File: config.mk
export PLATFORM = sky130hd
export DESIGN_NAME = sar_seq_top
export DESIGN_NICKNAME = d
export VERILOG_FILES = /design/src/rtl/sar_pkg.sv /design/src/rtl/sar_edge.sv /design/src/rtl/sar_ctrl.sv /design/src/rtl/sar_shift.sv /design/src/rtl/sar_seq_top.sv
export SDC_FILE = /design/constraint.sdc
export NUM_CORES = 1
export LEC_CHECK = 0
export BUFFER_PORTS_ARGS = -buffer_cell sky130_fd_sc_hd__buf_2
export CAP_MARGIN = 20
export CORE_ASPECT_RATIO = 1.5
export CORE_UTILIZATION = 48
export CTS_BUF_LIST = sky130_fd_sc_hd__clkbuf_8
export DETAILED_ROUTE_END_ITERATION = 12
export GPL_ROUTABILITY_DRIVEN = 0
export GPL_TIMING_DRIVEN = 0
export PLACE_DENSITY = 0.77
export SLEW_MARGIN = 20
export SYNTH_ARGS = -nofsm -noshare
export SYNTH_HDL_FRONTEND = slang
export SYNTH_SLANG_ARGS = --single-unit
File: constraint.sdc
create_clock -name clk -period 1.6 [get_ports clk]
set_input_delay 0.16 -clock clk [delete_from_list [all_inputs] [get_ports clk]]
set_output_delay 0.16 -clock clk [all_outputs]
set_load 0.03 [all_outputs]
File: src/rtl/sar_pkg.sv
package sar_pkg;

    typedef enum logic [1:0] {
        CT_IDLE,
        CT_ARM,
        CT_RUN,
        CT_FIN
    } ctl_state_t;

    typedef struct packed {
        logic clear;
        logic load_first;
        logic decide;
    } sar_cmd_t;

    function automatic int unsigned cnt_width(input int unsigned n);
        return (n < 2) ? 1 : $clog2(n);
    endfunction

endpackage

File: src/rtl/sar_edge.sv
module sar_edge (
    input  logic clk,
    input  logic sig,
    output logic rise,
    output logic fall
);
    logic sig_q;

    // Follows the strobe even during reset, so a level held through
    // reset never looks like a fresh edge afterwards.
    always_ff @(posedge clk) begin
        sig_q <= sig;
    end

    assign rise = sig & ~sig_q;
    assign fall = ~sig & sig_q;
endmodule

File: src/rtl/sar_ctrl.sv
module sar_ctrl
    import sar_pkg::*;
#(
    parameter int BIT_DIV = 4
) (
    input  logic     clk,
    input  logic     rst,
    input  logic     rise,
    input  logic     fall,
    input  logic     last,
    output sar_cmd_t cmd,
    output logic     busy
);
    localparam int unsigned CW = cnt_width(BIT_DIV);
    localparam logic [CW-1:0] CNT_MAX = CW'(BIT_DIV - 1);

    ctl_state_t      st, st_nxt;
    logic [CW-1:0]   cnt, cnt_nxt;

    always_comb begin
        cmd     = '0;
        st_nxt  = st;
        cnt_nxt = cnt;
        if (rise) begin
            cmd.clear = 1'b1;
            st_nxt    = CT_ARM;
            cnt_nxt   = '0;
        end else begin
            unique case (st)
                CT_ARM: begin
                    if (fall) begin
                        cmd.load_first = 1'b1;
                        st_nxt         = CT_RUN;
                        cnt_nxt        = '0;
                    end
                end
                CT_RUN: begin
                    if (cnt == CNT_MAX) begin
                        cmd.decide = 1'b1;
                        cnt_nxt    = '0;
                        if (last) st_nxt = CT_FIN;
                    end else begin
                        cnt_nxt = cnt + 1'b1;
                    end
                end
                CT_FIN:  st_nxt = CT_IDLE;
                default: st_nxt = CT_IDLE;
            endcase
        end
    end

    always_ff @(posedge clk) begin
        if (rst) begin
            st  <= CT_IDLE;
            cnt <= '0;
        end else begin
            st  <= st_nxt;
            cnt <= cnt_nxt;
        end
    end

    assign busy = (st != CT_IDLE);
endmodule

File: src/rtl/sar_shift.sv
module sar_shift
    import sar_pkg::*;
#(
    parameter int NBITS = 10
) (
    input  logic             clk,
    input  logic             rst,
    input  sar_cmd_t         cmd,
    input  logic             drop,
    output logic [NBITS-1:0] code,
    output logic [NBITS-1:0] ptr,
    output logic             last
);
    // One cell per bit: a result flop and a one-hot trial pointer flop.
    for (genvar i = 0; i < NBITS; i++) begin : g_cell
        logic from_above;
        if (i == NBITS - 1) begin : g_top
            assign from_above = 1'b0;
        end else begin : g_mid
            assign from_above = ptr[i+1];
        end

        always_ff @(posedge clk) begin
            if (rst || cmd.clear) begin
                code[i] <= 1'b0;
                ptr[i]  <= 1'b0;
            end else if (cmd.load_first) begin
                code[i] <= (i == NBITS - 1);
                ptr[i]  <= (i == NBITS - 1);
            end else if (cmd.decide) begin
                if (ptr[i] && drop) code[i] <= 1'b0;
                else if (from_above) code[i] <= 1'b1;
                ptr[i] <= from_above;
            end
        end
    end

    assign last = ptr[0];
endmodule

File: src/rtl/sar_seq_top.sv
module sar_seq_top
    import sar_pkg::*;
#(
    parameter int NBITS   = 10,
    parameter int LO_BITS = 2,
    parameter int BIT_DIV = 4
) (
    input  logic                     clk,
    input  logic                     rst,
    input  logic                     convert,
    input  logic                     cmp_hi,
    input  logic                     bipolar_sel,
    input  logic                     hbe_n,
    input  logic                     lbe_n,
    output logic [NBITS-1:0]         trial_code,
    output logic                     dac_bipolar,
    output logic                     dr,
    output logic [NBITS-LO_BITS-1:0] bus_hi,
    output logic                     bus_hi_oe,
    output logic [LO_BITS-1:0]       bus_lo,
    output logic                     bus_lo_oe
);
    localparam int HI_BITS = NBITS - LO_BITS;

    logic             conv_rise, conv_fall;
    logic             last_bit;
    logic [NBITS-1:0] trial_ptr;
    sar_cmd_t         cmd;

    sar_edge u_edge (
        .clk  (clk),
        .sig  (convert),
        .rise (conv_rise),
        .fall (conv_fall)
    );

    sar_ctrl #(.BIT_DIV(BIT_DIV)) u_ctrl (
        .clk  (clk),
        .rst  (rst),
        .rise (conv_rise),
        .fall (conv_fall),
        .last (last_bit),
        .cmd  (cmd),
        .busy (dr)
    );

    sar_shift #(.NBITS(NBITS)) u_shift (
        .clk  (clk),
        .rst  (rst),
        .cmd  (cmd),
        .drop (cmp_hi),
        .code (trial_code),
        .ptr  (trial_ptr),
        .last (last_bit)
    );

    always_ff @(posedge clk) begin
        if (rst)            dac_bipolar <= 1'b0;
        else if (conv_rise) dac_bipolar <= bipolar_sel;
    end

    assign bus_hi    = trial_code[NBITS-1 -: HI_BITS];
    assign bus_lo    = trial_code[LO_BITS-1:0];
    assign bus_hi_oe = ~hbe_n;
    assign bus_lo_oe = ~lbe_n;
endmodule

---- After elaboration in Yosys (flattened, before gate mapping) ----
Index checks and enable logic that the tools add are counted.
word-level totals
  bits in writable memories ............... 0
  flip-flop bits (word level) ............. 26
  ROM bits ................................ 0
  memories kept ........................... 0
  latch bits .............................. 0
  output and inout port bits .............. 24
cells by class
  reductions and logical operators ........ 39
  divide/modulo/power cells ............... 0
  $mul .................................... 0
  add/subtract/negate cells ............... 1
  $lt $le $gt $ge ......................... 0
  multiplexer cells ....................... 37
  shifts and indexed selects .............. 0
  bitwise operators ....................... 6
  equality and inequality tests ........... 9
operators with widths
  kind                                                                      number
  1-bit 2-to-1 mux                                                          29
  2-bit nonzero test                                                        13
  2-bit AND reduction                                                       11
  2-bit 2-to-1 mux                                                          6
  1-bit logical AND                                                         10
  2-bit case mux with 2 select lines                                        2
  3-bit by 2-bit inequality test with 1-bit output (second input constant)  2
  3-bit AND reduction                                                       2
  2-bit equality test (second input constant)                               2
  2-bit by 1-bit inequality test with 1-bit output (second input constant)  2
  1-bit NOT                                                                 4
  2-bit OR reduction                                                        2
  3-bit inequality test (second input constant)                             1
  2-bit by 1-bit adder with 2-bit output (second input constant)            1
  1-bit bitwise AND                                                         2
  2-bit by 1-bit equality test with 1-bit output (second input constant)    1
  2-bit inequality test (second input constant)                             1
  1-bit logical OR                                                          1

---- Logic depth before layout (Yosys ltp) ----
  word-level depth ........................ 7
  mapped depth ............................ 7

---- Modules after synthesis ----
A second synthesis with hierarchy kept.
second synthesis, totals
  cell total of the unflattened synthesis .. 132
  area, all modules ....................... 1255.0 µm²
by module, submodules not included
  module       cells an instance  seq. area each (µm²)  instances  area an instance (µm²)
  sar_shift    80                 400.4                 1          819.5
  sar_ctrl     34                 80.1                  1          284.0
  sar_seq_top  15                 20.0                  1          116.4
  sar_edge     3                  20.0                  1          35.0

---- Least setup slack after synthesis ----
No wires, ideal clock.
  kind .................................... flip-flop to flip-flop
  start point ............................. register u_ctrl.st[0]
  end point ............................... register u_shift.code[9]
  cell stages (with the launch flop) ...... 8
  setup time .............................. 0.088 ns
  period minus slack after synthesis ...... 1.539 ns
  setup slack ............................. 0.061 ns
  data required time ...................... 1.512 ns
  data arrival time ....................... 1.451 ns
  path through ............................ dfxtp_1 inv_1 ha_1 and3_4 buf_6 and2_4 buf_6 a311oi_2
on the way
  word-level cells in the longest chain between the ends .. 5
  elaborated cells between the ends (all ways) .. 9
  those cells by class .................... 2 x eq/ne; 4 x mux; 3 x reduce/logical
ends and longest elaborated chain
  item                                                                                          RTL line         source
  start: declaration                                                                            sar_ctrl.sv:17   ctl_state_t st, st_nxt;
  start signal: assignment                                                                      sar_ctrl.sv:57   st <= st_nxt;
  2-bit by 1-bit equality test with 1-bit output / 2-bit equality test (equally long branches)  sar_ctrl.sv:29   unique case (st)
  1-bit 2-to-1 mux                                                                              sar_ctrl.sv:29
  2-bit 2-to-1 mux (*)                                                                          sar_ctrl.sv:24   if (rise) begin
  2-bit nonzero test (no line)                                                                  --
  2-bit AND reduction (no line)                                                                 --
  end signal: indexed assignment                                                                sar_shift.sv:28  code[i] <= (i == NBITS - 1);
  end: declaration                                                                              sar_shift.sv:10  output logic [NBITS-1:0] code,
Every way passes the cells marked *; elsewhere a longest branch is shown, timed or not.
A chain may end at the register's enable or synchronous reset.

---- Final worst setup path ----
Same ends and word-level chain as after synthesis.

==> metrics.md <==
| Metric | Value |
|---|---|
| Outcome | complete, no violations |
| Critical Path AT | 1.70 ns |
| Most frequent cells in the layout | buf_2 (31), dfxtp_1 (24), nand2_1 (23) |
| Async SR Flop Fraction | 0 |
| Post-Synth Simple-Gate Area | 0.149 |
| Tot GR Track Use | 0.180 |
| Syn-to-layout area delta | 21.0% |
| P_sw | 271 uW |
| Synth Area in Compound Gates | 0.195 |
| Synth Net Count | 142 |
| Relative slew slack | 0.738 |
| First-pass GRT wire length | 3.77 mm |
| PD cells | 810 mW/mm^2 |
| Synth Instances | 129 |
| Crit end category | register |
| Tcrit/Tclk final | 0.945 |
| Slew @ Worst Pin | 0.393 ns |
| Starting density of the core | 0.516 |
| Crit path cell chain | inv_2 -> ha_4 -> and3_4 -> buf_6 -> and2_4 -> buf_6 -> a311oi_2 |
| Fraction of layout cells with a size suffix above 1 | 0.358 |
| Total iterations of the first detailed-routing run | 4 |
| Dpl cells | 182 |
| Worst Path Required | 1.78 ns |
| DRC | 0 |
| Nets | 177 |
| Vias | 988 |
| Die outline area | 0.00263 sq mm |
| Post-layout min period | 1.51 ns |
| Largest family of logic cells by synthesized area | compound AO/OA/AOI/OAI gates |
| Seq pwr share | 0.582 |
| Maximum fanout along the worst path | 10 |
| CTS tree | built |
| Sequential share of the synthesized area | 0.446 |
| Final setup fails | 0 |
| 1st-iter DRT viols | 19 |
| Cell area after synthesis | 0.00117 sq mm |
| FF+latch count, synth | 26 |
| IO Pins | 31 |
| Area share of the largest cell type after synthesis | 0.446 |
| Peak VDD IR | 0.538 mV |
| Multiplexer share of the synthesized area | 0.0258 |
| Commonest non-fill, non-tap cell in the layout | buf_2 |
| Final cell count without fillers | 185 |
| Total power | 1140 uW |
| Yosys top cell by area | dfxtp_1 |
| Die Y | 62.4 microns |
| Max Cap Viol | 0 |
| Later-pin clock latency in the skew report | 0.27 ns |
| YS warnings | 0 |
| Synth area leaders | dfxtp_1 (45%), a21oi_1 (9.4%), nand2_1 (7.4%) |
| Clk_skew | 0.00361 ns |
| Clk pwr share | 0.316 |
| Worst hold path class | in -> reg |
| Port buffer count | 30 |
| Post-Synth Adder-Cell Area | 0.0644 |
| Critical Path Max Stage Delay | 0.35 ns |
| Xor/xnor share of the synthesized area | 0 |
| Leakage power | 0.000626 uW |
| Pins Over Slew Limit | 0 |
| Fmax | 661 MHz |
| Gate power share | 0.102 |
| TritonCTS buffer count | 3 |
| Final ANT Viol Nets | 0 |
| Setup repair after global routing missed its margin | no |
| Post-synth EDFFs | 0 |
| Drt wl/cell | 12.0 microns |
| Slowest cell on crit path | dfxtp_2 |
| Clock sink total | 26 |
| Clock buffer depth | 2 |
| Final WL | 2.22 mm |
| Filler cell count | 202 |
| Final core occ | 0.625 |
| Die Wd | 42.2 microns |
| Vias per cell | 5.34 |
| Fin. Hold Viols | 0 |
| Pin count of the biggest net entering global routing | 14 |
| Final HPWL DP | 1.59 mm |
| Mapped Avg Cell Area | 9.04 sq um |
| Vias in the first global route | 903 |
| Placement Rows | 21 |
| Antenna diode instance count | 0 |
| # H-tree levels | 1 |
| CTS clk-pin slew, worst paths | 0.08 ns |
| Total grt overflow | 0 |
| Antenna violations before repair | 0 |
| Ys flop type | dfxtp_1 |
| CP Launch Type | register |
| Core Region | 0.00226 sq mm |
| Clock Tree Root | clkbuf_8 |
| Synth cell types | 22 |
| Design internal power | 872 uW |
| Fraction of power spent switching nets | 0.237 |
| CP most frequent cell | buf_6 |
| Kind of critical path | reg -> reg |
-- flip-flops by register name, indices dropped and copies added (netlist names) --
| signal | cells |
|---|---|
| u_shift.code | 10 |
| dac_bipolar | 1 |
| u_shift.g_cell.from_above | 9 |
| u_ctrl.st | 2 |
| u_ctrl.cnt | 2 |
| u_edge.sig_q | 1 |
| u_shift.last | 1 |
-- synthesized netlist by cell type (2+ instances only) --
cell	instances
dfxtp_1	26
nand2_1	23
a21oi_1	22
buf_4	10
a211oi_1	9
inv_1	7
ha_1	6
nor2_1	4
buf_2	3
mux2i_1	3
nand2b_1	3
a32oi_1	2
buf_6	2
-- power by group through the flow --
stage / clock network [uW] / logic, uW / registers (uW)
after floorplan: 0 / 76.5 / 680
after global placement: 0 / 106 / 677
after detailed placement: 0 / 110 / 678
after CTS: 366 / 111 / 663
final: 362 / 116 / 665
after global routing: 391 / 126 / 667
-- routing by layer --
| metal | global-route usage | part of all wire | vias to the layer above |
|---|---|---|---|
| met5 | 0 | 0 | - |
| met4 | 0.113 | 0.024 | 0 |
| met3 | 0.0174 | 0.041 | 4 |
| met2 | 0.310 | 0.51 | 35 |
| met1 | 0.205 | 0.42 | 449 |
| li1 | - | - | 500 |
-- worst max-delay path, delay by kind of cell (launching register included) --
kind	cells	cell delay [ns]
AO/OA/AOI/OAI	1	0.25
AND/OR/NAND/NOR	2	0.32
buffers and inverters	3	0.32
adder cells (fa/ha/maj)	1	0.18
flip-flops	1	0.35
-- cell families after synthesis --
group                    after synthesis
buffers and inverters                 22
multiplexers                           3
AND/OR/NAND/NOR                       36
adder cells (fa/ha/maj)                6
AO/OA/AOI/OAI                         36
flip-flops                            26
-- final cells by class --
cell class	instances	area (sq um)	share of cell area
multi-input cells	81	524	0.371
flip-flops and latches	26	523	0.371
repair buffers	30	150	0.106
plain buffers	15	118	0.0833
clock buffers	3	41.3	0.0293
well taps	23	28.8	0.0204
inverters	7	26.3	0.0186
-- timing repair --
| action | CTS | global route |
|---|---|---|
| cloned | 0 | 0 |
| setup endpoints to repair | 10 | 19 |
| buffers inserted | 0 | 0 |
| hold buffers | 0 | 0 |
| resized for setup | 3 | 6 |
-- path summary, 6_finish.rpt --
path	cells after the start	slack, ns	from	endpoint
worst min register to register	2	0.45	dac_bipolar	dac_bipolar
worst max register to register	7	0.09	u_ctrl.st[0]	u_shift.code[9]
worst min-delay path	2	0.06	rst	u_ctrl.st[0]
worst max-delay path	7	0.09	u_ctrl.st[0]	u_shift.code[9]
-- stage by stage --
stage / cell area (sq um) / worst slack [ns] / hold slack, ns / TNS, ns
2_1_floorplan: 1170 / 0.0613 / 0.188 / 0
3_3_place_gp: 1350 / -0.0340 / 0.336 / -0.0361
3_5_place_dp: 1350 / -0.0516 / 0.346 / -0.293
4_1_cts: 1390 / 0.0280 / 0.0565 / 0
5_1_grt: 1410 / 0.00209 / 0.0653 / 0
6_report: 1410 / 0.0873 / 0.0553 / 0
Power figures use the tool's default switching activity.
